==> src/rtl/tsw_pkg.sv <==
// Shared types and constants for the task switch sequencer.
package tsw_pkg;
    localparam int CAUSE_W   = 3;
    localparam int RPL_W     = 2;
    localparam int NUM_STEPS = 4;
    localparam int PHASE_W   = $clog2(NUM_STEPS + 1);

    // Cause value that skips the busy-mark step (return from interrupt).
    localparam logic [CAUSE_W-1:0] CAUSE_IRET = 3'd4;

    // Outcome code reported on fault_o.
    typedef enum logic [1:0] {
        FLT_NONE    = 2'b00,
        FLT_ABORT   = 2'b01,
        FLT_CORRUPT = 2'b10,
        FLT_POST    = 2'b11
    } fault_e;

    // Sequencer phase; a step k (0-based) is encoded as k+1.
    typedef enum logic [PHASE_W-1:0] {
        PH_IDLE  = 3'd0,
        PH_BUSYF = 3'd1,
        PH_TREG  = 3'd2,
        PH_STATE = 3'd3,
        PH_DESC  = 3'd4
    } phase_e;
endpackage

==> src/rtl/tsw_step_fsm.sv <==
// Step sequencer: accepts a start while idle, walks the steps in order,
// issues a one-cycle request on entering each step and waits for a shared
// done/err response. Reports a terminal event when the switch ends.
// Assumes responses are single-cycle pulses and err_i wins over done_i.
module tsw_step_fsm
    import tsw_pkg::*;
#(
    parameter int N_STEPS = NUM_STEPS,
    parameter int CW      = CAUSE_W
) (
    input  logic               clk,
    input  logic               rst_n,
    input  logic               start_i,
    input  logic [CW-1:0]      cause_i,
    input  logic               done_i,
    input  logic               err_i,
    output phase_e             phase_o,
    output logic [N_STEPS-1:0] req_o,
    output logic               accept_o,
    output logic               term_o,
    output logic               term_err_o
);
    phase_e phase_q, phase_d;
    logic   issued_q;
    logic   resp;

    assign accept_o   = start_i && (phase_q == PH_IDLE);
    assign resp       = (phase_q != PH_IDLE) && (done_i || err_i);
    assign term_o     = resp && (err_i || phase_q == PH_DESC);
    assign term_err_o = err_i;
    assign phase_o    = phase_q;

    // Next-phase selection from start, response and current step.
    always_comb begin
        phase_d = phase_q;
        if (accept_o) begin
            phase_d = (cause_i == CAUSE_IRET) ? PH_TREG : PH_BUSYF;
        end else if (resp) begin
            if (err_i) begin
                phase_d = PH_IDLE;
            end else begin
                unique case (phase_q)
                    PH_BUSYF: phase_d = PH_TREG;
                    PH_TREG:  phase_d = PH_STATE;
                    PH_STATE: phase_d = PH_DESC;
                    default:  phase_d = PH_IDLE;
                endcase
            end
        end
    end

    // Phase register and request-issued flag.
    always_ff @(posedge clk) begin
        if (!rst_n) begin
            phase_q  <= PH_IDLE;
            issued_q <= 1'b0;
        end else begin
            phase_q  <= phase_d;
            issued_q <= (phase_d == phase_q) && (phase_q != PH_IDLE);
        end
    end

    // One request line per step, high in the first cycle of that step.
    for (genvar k = 0; k < N_STEPS; k++) begin : g_req
        assign req_o[k] = (phase_q == phase_e'(k + 1)) && !issued_q;
    end
endmodule

==> src/rtl/tsw_outcome.sv <==
// Outcome resolver: classifies a terminal event by the step it occurred in
// and drives the registered rollback / corrupt / begin pulses and the held
// fault code. Assumes term_i never coincides with accept_i.
module tsw_outcome
    import tsw_pkg::*;
(
    input  logic   clk,
    input  logic   rst_n,
    input  logic   accept_i,
    input  logic   term_i,
    input  logic   term_err_i,
    input  phase_e term_phase_i,
    output logic   begin_o,
    output logic   rollback_o,
    output logic   corrupt_o,
    output fault_e fault_o
);
    // Register outcome pulses and the fault code for the finished switch.
    always_ff @(posedge clk) begin
        if (!rst_n) begin
            begin_o    <= 1'b0;
            rollback_o <= 1'b0;
            corrupt_o  <= 1'b0;
            fault_o    <= FLT_NONE;
        end else begin
            begin_o    <= 1'b0;
            rollback_o <= 1'b0;
            corrupt_o  <= 1'b0;
            if (accept_i) begin
                fault_o <= FLT_NONE;
            end
            if (term_i) begin
                unique case (term_phase_i)
                    PH_BUSYF, PH_TREG: begin
                        rollback_o <= 1'b1;
                        fault_o    <= FLT_ABORT;
                    end
                    PH_STATE: begin
                        corrupt_o <= 1'b1;
                        fault_o   <= FLT_CORRUPT;
                    end
                    PH_DESC: begin
                        begin_o <= 1'b1;
                        fault_o <= term_err_i ? FLT_POST : FLT_NONE;
                    end
                    default: ;
                endcase
            end
        end
    end
endmodule

==> src/rtl/tsw_priv_cap.sv <==
// Privilege capture: stores the code selector privilege field delivered
// with a successful state-restore response. Assumes the field is valid
// whenever done_i is high in the state-restore step.
module tsw_priv_cap
    import tsw_pkg::*;
#(
    parameter int W = RPL_W
) (
    input  logic         clk,
    input  logic         rst_n,
    input  phase_e       phase_i,
    input  logic         done_i,
    input  logic         err_i,
    input  logic [W-1:0] rpl_i,
    output logic [W-1:0] cpl_o
);
    // Latch the new task's privilege level on state-restore completion.
    always_ff @(posedge clk) begin
        if (!rst_n) begin
            cpl_o <= '0;
        end else if (phase_i == PH_STATE && done_i && !err_i) begin
            cpl_o <= rpl_i;
        end
    end
endmodule

==> src/rtl/tswitch_seq.sv <==
// Task switch control sequencer top: ties the step FSM, the outcome
// resolver and the privilege capture together. Commit is the descriptor
// step; busy is any non-idle phase. Assumes one agent response per step.
module tswitch_seq
    import tsw_pkg::*;
(
    input  logic               clk,
    input  logic               rst_n,
    input  logic               start_i,
    input  logic [CAUSE_W-1:0] cause_i,
    input  logic               done_i,
    input  logic               err_i,
    input  logic [RPL_W-1:0]   new_cs_rpl_i,
    output logic               busy_o,
    output logic               set_busy_req_o,
    output logic               treg_req_o,
    output logic               state_req_o,
    output logic               desc_req_o,
    output logic               commit_o,
    output logic               begin_o,
    output logic               rollback_o,
    output logic               corrupt_o,
    output logic [1:0]         fault_o,
    output logic [RPL_W-1:0]   new_cpl_o
);
    phase_e               phase;
    logic [NUM_STEPS-1:0] req;
    logic                 accept, term, term_err;
    fault_e               fault;

    tsw_step_fsm #(.N_STEPS(NUM_STEPS), .CW(CAUSE_W)) u_fsm (
        .clk        (clk),
        .rst_n      (rst_n),
        .start_i    (start_i),
        .cause_i    (cause_i),
        .done_i     (done_i),
        .err_i      (err_i),
        .phase_o    (phase),
        .req_o      (req),
        .accept_o   (accept),
        .term_o     (term),
        .term_err_o (term_err)
    );

    tsw_outcome u_out (
        .clk          (clk),
        .rst_n        (rst_n),
        .accept_i     (accept),
        .term_i       (term),
        .term_err_i   (term_err),
        .term_phase_i (phase),
        .begin_o      (begin_o),
        .rollback_o   (rollback_o),
        .corrupt_o    (corrupt_o),
        .fault_o      (fault)
    );

    tsw_priv_cap #(.W(RPL_W)) u_cpl (
        .clk     (clk),
        .rst_n   (rst_n),
        .phase_i (phase),
        .done_i  (done_i),
        .err_i   (err_i),
        .rpl_i   (new_cs_rpl_i),
        .cpl_o   (new_cpl_o)
    );

    assign busy_o         = (phase != PH_IDLE);
    assign commit_o       = (phase == PH_DESC);
    assign set_busy_req_o = req[0];
    assign treg_req_o     = req[1];
    assign state_req_o    = req[2];
    assign desc_req_o     = req[3];
    assign fault_o        = fault;
endmodule

==> config.mk <==
export PLATFORM = sky130hd
export DESIGN_NAME = tswitch_seq
export DESIGN_NICKNAME = d
export VERILOG_FILES = /design/src/rtl/tsw_pkg.sv /design/src/rtl/tsw_step_fsm.sv /design/src/rtl/tsw_outcome.sv /design/src/rtl/tsw_priv_cap.sv /design/src/rtl/tswitch_seq.sv
export SDC_FILE = /design/constraint.sdc
export NUM_CORES = 1
export LEC_CHECK = 0
export BUFFER_PORTS_ARGS = -buffer_cell sky130_fd_sc_hd__buf_2
export CORE_AREA = 2 2 39 41
export CTS_CLUSTER_SIZE = 16
export DETAILED_ROUTE_END_ITERATION = 10
export DIE_AREA = 0 0 41 43
export PLACE_DENSITY = 0.73
export SYNTH_ARGS = -nofsm -noshare
export SYNTH_HDL_FRONTEND = slang
export SYNTH_SLANG_ARGS = --single-unit
==> constraint.sdc <==
create_clock -name clk -period 2.25 [get_ports clk]
set_clock_uncertainty 0.05 [all_clocks]
set_input_delay 0.225 -clock clk [delete_from_list [all_inputs] [get_ports clk]]
set_output_delay 0.225 -clock clk [all_outputs]
set_load 0.05 [all_outputs]
[Word level (Yosys, flattened, before mapping)]
Index checks and enable logic that the tools add are counted.
Word-level totals
  input port bits: 10
  logic and storage cells: 43
  register bits: 11
Cells by class
  mux-type cells: 12
  eq/ne operators: 6
  reduce and logical (&&, ||, !) cells: 18
Operators with widths (count)
  $logic_and A1 B1 Y1: 10
  $mux W3: 3
  $pmux W3 S3: 1
  $mux W2: 4
  $eq A3 B2 Y1 const B: 2
  $eq A3 B3 Y1 const B: 2
  $pmux W2 S3: 1
  $eq A3 B1 Y1 const B: 1
  $eq A3 B3 Y1: 1
  $logic_not A3 Y1: 1
  $mux W1: 3
  $reduce_bool A3 Y1: 1
  $logic_not A1 Y1: 2
  $logic_or A1 B1 Y1: 2
  $reduce_and A2 Y1: 1
  $reduce_or A2 Y1: 1

[Longest topological paths before layout]
  depth in word-level cells: 7
  gate-level depth with buffers: 5

[Modules after synthesis]
A second synthesis with hierarchy kept.
Second synthesis, totals
  cells, all modules: 71
  area total of the unflattened synthesis: 608.1 um2
By module, submodules not included
  tsw_step_fsm: times used 1, area each 286.5 um2, cells each 35
  tsw_outcome: times used 1, area each 217.7 um2, cells each 24
  tsw_priv_cap: times used 1, area each 90.1 um2, cells each 10
  tswitch_seq: times used 1, area each 13.8 um2, cells each 2

[Least setup slack after synthesis]
No wires, ideal clock.
  path kind: register to output
  start point: register u_fsm.phase_q[2], in the netlist u_fsm.phase_o[2]
  end point: output set_busy_req_o
  path slack: -0.165 ns
  buffers on the path: 1
  arrival: 2.140 ns
  stages on the path, launching flop included: 3
  data required time: 1.975 ns
  cells stage by stage: dfxtp_1 -> buf_2 -> nor4b_1
On the way
  longest elaborated chain between the ends: 2
Ends and longest elaborated chain
  from (decl): RTL line tsw_step_fsm.sv:23  | phase_e phase_q, phase_d;
  from (signal assigned): RTL line tsw_step_fsm.sv:58  | phase_q <= phase_d;
  $eq A3 B1 Y1: RTL line tsw_step_fsm.sv:65  | assign req_o[k] = (phase_q == phase_e'(k + 1)) && !issued_q;
  $logic_and A1 B1 Y1: RTL line tsw_step_fsm.sv:65
  to (decl): RTL line tswitch_seq.sv:15  | output logic set_busy_req_o,
No other way between the ends.

[Worst setup path after layout]
  start point: register u_fsm.phase_q[2], in the netlist u_fsm.phase_o[2]
  end point: output desc_req_o
On the way
  longest elaborated chain between the ends: 2
Ends and longest elaborated chain
  $eq A3 B3 Y1: RTL line tsw_step_fsm.sv:65
  $logic_and A1 B1 Y1: RTL line tsw_step_fsm.sv:65
  to (decl): RTL line tswitch_seq.sv:18  | output logic desc_req_o,
No other way between the ends.

==> impl_metrics.xml <==
<?xml version="1.0" encoding="UTF-8"?>
<metrics>
  <group name="global_routing">
    <metric name="grt_overflow_total" unit="">0</metric>
    <metric name="grt_start_max_net_pins" unit="">14</metric>
    <metric name="antenna_found_initial" unit="">0</metric>
    <metric name="grt_pass1_vias" unit="">445</metric>
    <metric name="grt_first_pass_wirelength" unit="mm">1.90</metric>
    <metric name="groute.usage.overall" unit="%">16.6</metric>
  </group>
  <group name="logic_synthesis">
    <metric name="syn_nets" unit="">79</metric>
    <metric name="yosysSeqAreaShare" unit="%">37.5</metric>
    <metric name="yosys.area_share.simple" unit="%">34.3</metric>
    <metric name="synth-warning-count" unit="">0</metric>
    <metric name="post_synth_instance_area" unit="µm²">587</metric>
    <metric name="synth-compound-area-share" unit="%">13.0</metric>
    <metric name="post_synth_xor_area_fraction" unit="%">1.49</metric>
    <metric name="synth_enable_flop_cells" unit="">0</metric>
    <metric name="netlist-cell-type-count" unit="">28</metric>
    <metric name="post_synth_fa_ha_maj_area_fraction" unit="%">0</metric>
    <metric name="main_area_contributors_after_synthesis" unit="">sky130_fd_sc_hd__dfxtp_1 38%, sky130_fd_sc_hd__nor2_1 7.7%, sky130_fd_sc_hd__mux2i_1 5.1%</metric>
    <metric name="synth_seq_cells" unit="">11</metric>
    <metric name="synth.avg_cell_area" unit="µm²">8.50</metric>
    <metric name="synth-async-reset-ratio" unit="%">0</metric>
    <metric name="synth_mux_area_share" unit="%">5.12</metric>
    <metric name="syn-instance-count" unit="">69</metric>
    <metric name="ys_dominant_reg_cell" unit="">sky130_fd_sc_hd__dfxtp_1</metric>
    <metric name="synth_top_area_share" unit="%">37.5</metric>
    <metric name="netlist.top_cell.by_area" unit="">sky130_fd_sc_hd__dfxtp_1</metric>
    <metric name="synth_top_family_by_area" unit="">simple AND/OR/NAND/NOR gates</metric>
  </group>
  <group name="place">
    <metric name="dpl.cell_count" unit="">102</metric>
    <metric name="finalWeightedCongestion" unit="">0.797</metric>
    <metric name="dp_hpwl" unit="µm">912</metric>
    <metric name="port_buffers" unit="">22</metric>
    <metric name="placed_area" unit="µm²">679</metric>
  </group>
  <group name="die">
    <metric name="fp.dieArea" unit="mm²">0.00176</metric>
    <metric name="core.rowCount" unit="">14</metric>
    <metric name="die_y_extent" unit="µm">43</metric>
    <metric name="initial_utilization" unit="%">42.4</metric>
    <metric name="ioPinCount" unit="">23</metric>
    <metric name="die_wd" unit="µm">41</metric>
    <metric name="core_outline_area" unit="mm²">0.00138</metric>
  </group>
  <group name="sta">
    <metric name="report.final.slew_viol_count" unit="">0</metric>
    <metric name="hold_violations" unit="">0</metric>
    <metric name="worst_slew_pin_slew" unit="ns">0.443</metric>
    <metric name="period_minus_slack" unit="ns">1.90</metric>
    <metric name="totalNegativeSetupSlack" unit="ns">0</metric>
    <metric name="fmax" unit="GHz">0.527</metric>
    <metric name="final_number_of_setup_violating_endpoints" unit="">0</metric>
    <metric name="timing.max_slew.rel_slack" unit="%">70.4</metric>
    <metric name="rsz0062_at_grt" unit="">no</metric>
    <metric name="final.period_utilization" unit="%">84.4</metric>
  </group>
  <group name="route">
    <metric name="firstDrtPassIters" unit="">4</metric>
    <metric name="detailroute.via_count" unit="">549</metric>
    <metric name="final_antenna_net_count" unit="">0</metric>
    <metric name="drt_drc_violations_left" unit="">0</metric>
    <metric name="avgViaCountPerCell" unit="">5.18</metric>
    <metric name="routed_wire_length_per_instance" unit="µm">11.2</metric>
    <metric name="wirelength" unit="mm">1.18</metric>
    <metric name="dr_iter_0_viols" unit="">10</metric>
  </group>
  <group name="cts">
    <metric name="cts_post_setup_buffers_inserted" unit="">0</metric>
    <metric name="ctsRootBufferMaster" unit="">sky130_fd_sc_hd__clkbuf_4</metric>
    <metric name="path_clk_slew" unit="ns">0.07</metric>
    <metric name="cts_tree" unit="">built</metric>
    <metric name="cts_repair_resize_count" unit="">0</metric>
    <metric name="numClockSinks" unit="">11</metric>
    <metric name="cts_hold_buffers" unit="">0</metric>
    <metric name="clock_tree.buffer_depth" unit="">2</metric>
    <metric name="cts_made_buffers" unit="">3</metric>
    <metric name="clk_latency" unit="ns">0.27</metric>
    <metric name="cts_htree_levels" unit="">1</metric>
  </group>
  <group name="power">
    <metric name="leakagePower" unit="nW">0.324</metric>
    <metric name="power_density" unit="mW/mm²">658</metric>
    <metric name="total_power" unit="mW">0.464</metric>
    <metric name="irDropWorstVdd" unit="mV">0.304</metric>
  </group>
  <group name="flow_run">
    <metric name="timing.max_cap.violations" unit="">0</metric>
  </group>
  <group name="min_path">
    <metric name="hold_path_class" unit="">input port to flop</metric>
    <metric name="whs_path_depth" unit="">3</metric>
    <metric name="hold_end" unit="">u_cpl.cpl_o[1]</metric>
    <metric name="worst_hold_startpoint" unit="">new_cs_rpl_i[1]</metric>
  </group>
  <group name="finish">
    <metric name="count_of_antenna_diodes_in_the_layout" unit="">0</metric>
    <metric name="finalInstanceArea" unit="µm²">706</metric>
    <metric name="post_route_cells_drive_above_1_share" unit="%">33.3</metric>
    <metric name="finalNetCount" unit="">101</metric>
    <metric name="area_growth_syn_to_layout" unit="%">20.3</metric>
    <metric name="final_core_utilization" unit="%">51.0</metric>
    <metric name="multi_input_area" unit="µm²">317</metric>
    <metric name="finalNonFillerCells" unit="">106</metric>
    <metric name="final.fill_count" unit="">131</metric>
    <metric name="ff_latch_area" unit="µm²">220</metric>
  </group>
  <group name="setup_path">
    <metric name="worstSetupPathType" unit="">flop to primary output</metric>
    <metric name="timing.critical_path.slowest_stage_cell" unit="">sky130_fd_sc_hd__dfxtp_1</metric>
    <metric name="cp_top_family" unit="">flip-flops</metric>
    <metric name="critPathArrivalTime" unit="ns">1.62</metric>
    <metric name="rr_startpoint" unit="">u_fsm.phase_o[1]</metric>
    <metric name="start_kind" unit="">flop</metric>
    <metric name="end_kind" unit="">primary output</metric>
    <metric name="r2r-end" unit="">u_cpl.cpl_o[0]</metric>
    <metric name="slowest_delay" unit="ns">0.56</metric>
    <metric name="timing.reg2reg.setup_slack" unit="ns">0.70</metric>
    <metric name="crit_required" unit="ns">1.98</metric>
    <metric name="reg2reg_depth" unit="">4</metric>
    <metric name="path_cells" unit="">or3b_4 -&gt; nor2_1 -&gt; buf_2</metric>
    <metric name="cp_max_fo" unit="">13</metric>
    <metric name="critPathBufInv" unit="">1</metric>
  </group>
  <group name="status">
    <metric name="outcome" unit="">completed</metric>
  </group>
</metrics>
## stage by stage
step	setup slack, ns	hold slack [ns]
floorplan	-0.165	0.344
global placement	0.680	0.402
detailed placement	0.659	0.405
CTS	0.353	0.164
global route	0.273	0.182
finish	0.351	0.171
## where the power goes
group	leakage (nW)	switching [mW]	internal, mW
Combinational	0.220	0.0752	0.0382
Sequential	0.0893	0.0143	0.202
Clock	0.0150	0.0654	0.0687
Total	0.324	0.155	0.309
## worst max-delay path by stage
stage | slack, ns | start | endpoint | cells after the start
floorplan | -0.17 | u_fsm.phase_o[2] | set_busy_req_o | 2
global placement | 0.68 | u_fsm.phase_o[2] | desc_req_o | 3
detailed placement | 0.66 | u_fsm.phase_o[2] | desc_req_o | 3
CTS | 0.35 | u_fsm.phase_o[2] | desc_req_o | 3
global route | 0.27 | u_fsm.phase_o[2] | desc_req_o | 3
finish | 0.35 | u_fsm.phase_o[2] | desc_req_o | 3
## cell type report
cell class	count	share of cell area, %
flip-flops and latches	11	31.2
inverters	3	1.77
repair buffers	22	15.6
multi-input cells	50	44.9
clock buffers	4	3.72
well taps	16	2.84
## layer usage
| layer | part of all wire [%] | up-vias | track usage, % |
|---|---|---|---|
| li1 | - | 277 | - |
| met1 | 44 | 250 | 19.5 |
| met2 | 47 | 17 | 24.4 |
| met3 | 6.1 | 5 | 4.71 |
| met4 | 3.6 | 0 | 12.0 |
| met5 | 0 | - | 0 |
## Yosys cell counts, types with 3 or more instances
| cell | n |
|---|---|
| sky130_fd_sc_hd__buf_2 | 3 |
| sky130_fd_sc_hd__dfxtp_1 | 11 |
| sky130_fd_sc_hd__mux2i_1 | 3 |
| sky130_fd_sc_hd__nand2_1 | 6 |
| sky130_fd_sc_hd__nand3b_1 | 4 |
| sky130_fd_sc_hd__nor2_1 | 12 |
| sky130_fd_sc_hd__o21ai_0 | 3 |
## logic make-up after synthesis
kind of cell | count (synthesis)
AND/OR/NAND/NOR | 35
AO/OA/AOI/OAI | 11
multiplexers | 3
XOR/XNOR | 1
buffers and inverters | 8
flip-flops | 11
## placed cells by master, fill, tap and decap left out
cell and instances:
sky130_fd_sc_hd__and2_1 1, sky130_fd_sc_hd__clkbuf_1 1, sky130_fd_sc_hd__nor2_1 12, sky130_fd_sc_hd__o21ai_1 2
sky130_fd_sc_hd__nor4b_1 2, sky130_fd_sc_hd__buf_2 22, sky130_fd_sc_hd__a221oi_2 1, sky130_fd_sc_hd__or3b_4 1
sky130_fd_sc_hd__nor2b_1 2, sky130_fd_sc_hd__o211ai_1 1, sky130_fd_sc_hd__nor3b_2 1, sky130_fd_sc_hd__o21ai_0 3
sky130_fd_sc_hd__a211o_1 1, sky130_fd_sc_hd__nor2_4 1, sky130_fd_sc_hd__dfxtp_1 11, sky130_fd_sc_hd__clkbuf_4 3
sky130_fd_sc_hd__nor3b_1 2, sky130_fd_sc_hd__nor3_1 1, sky130_fd_sc_hd__o22ai_1 1, sky130_fd_sc_hd__nand2b_1 1
sky130_fd_sc_hd__mux2i_1 3, sky130_fd_sc_hd__clkinv_2 1, sky130_fd_sc_hd__a22oi_1 1, sky130_fd_sc_hd__nand3b_1 4
sky130_fd_sc_hd__or3_1 1, sky130_fd_sc_hd__a31oi_1 1, sky130_fd_sc_hd__xnor2_1 1, sky130_fd_sc_hd__nand2_1 6
sky130_fd_sc_hd__inv_1 2
## state kept, by name, indices dropped and copies added (netlist names)
name and cells:
u_fsm.issued_q 1, u_cpl.cpl_o 2, u_out.rollback_o 1, u_out.corrupt_o 1, u_out.begin_o 1, u_out.fault_o 2, u_fsm.phase_o 3
## tightest hold or removal path, cell delays in order
cell and delay [ns]:
sky130_fd_sc_hd__buf_2 0.08, sky130_fd_sc_hd__mux2i_1 0.06, sky130_fd_sc_hd__nor2b_1 0.10
No activity file was read; power rests on OpenSTA's default activity.
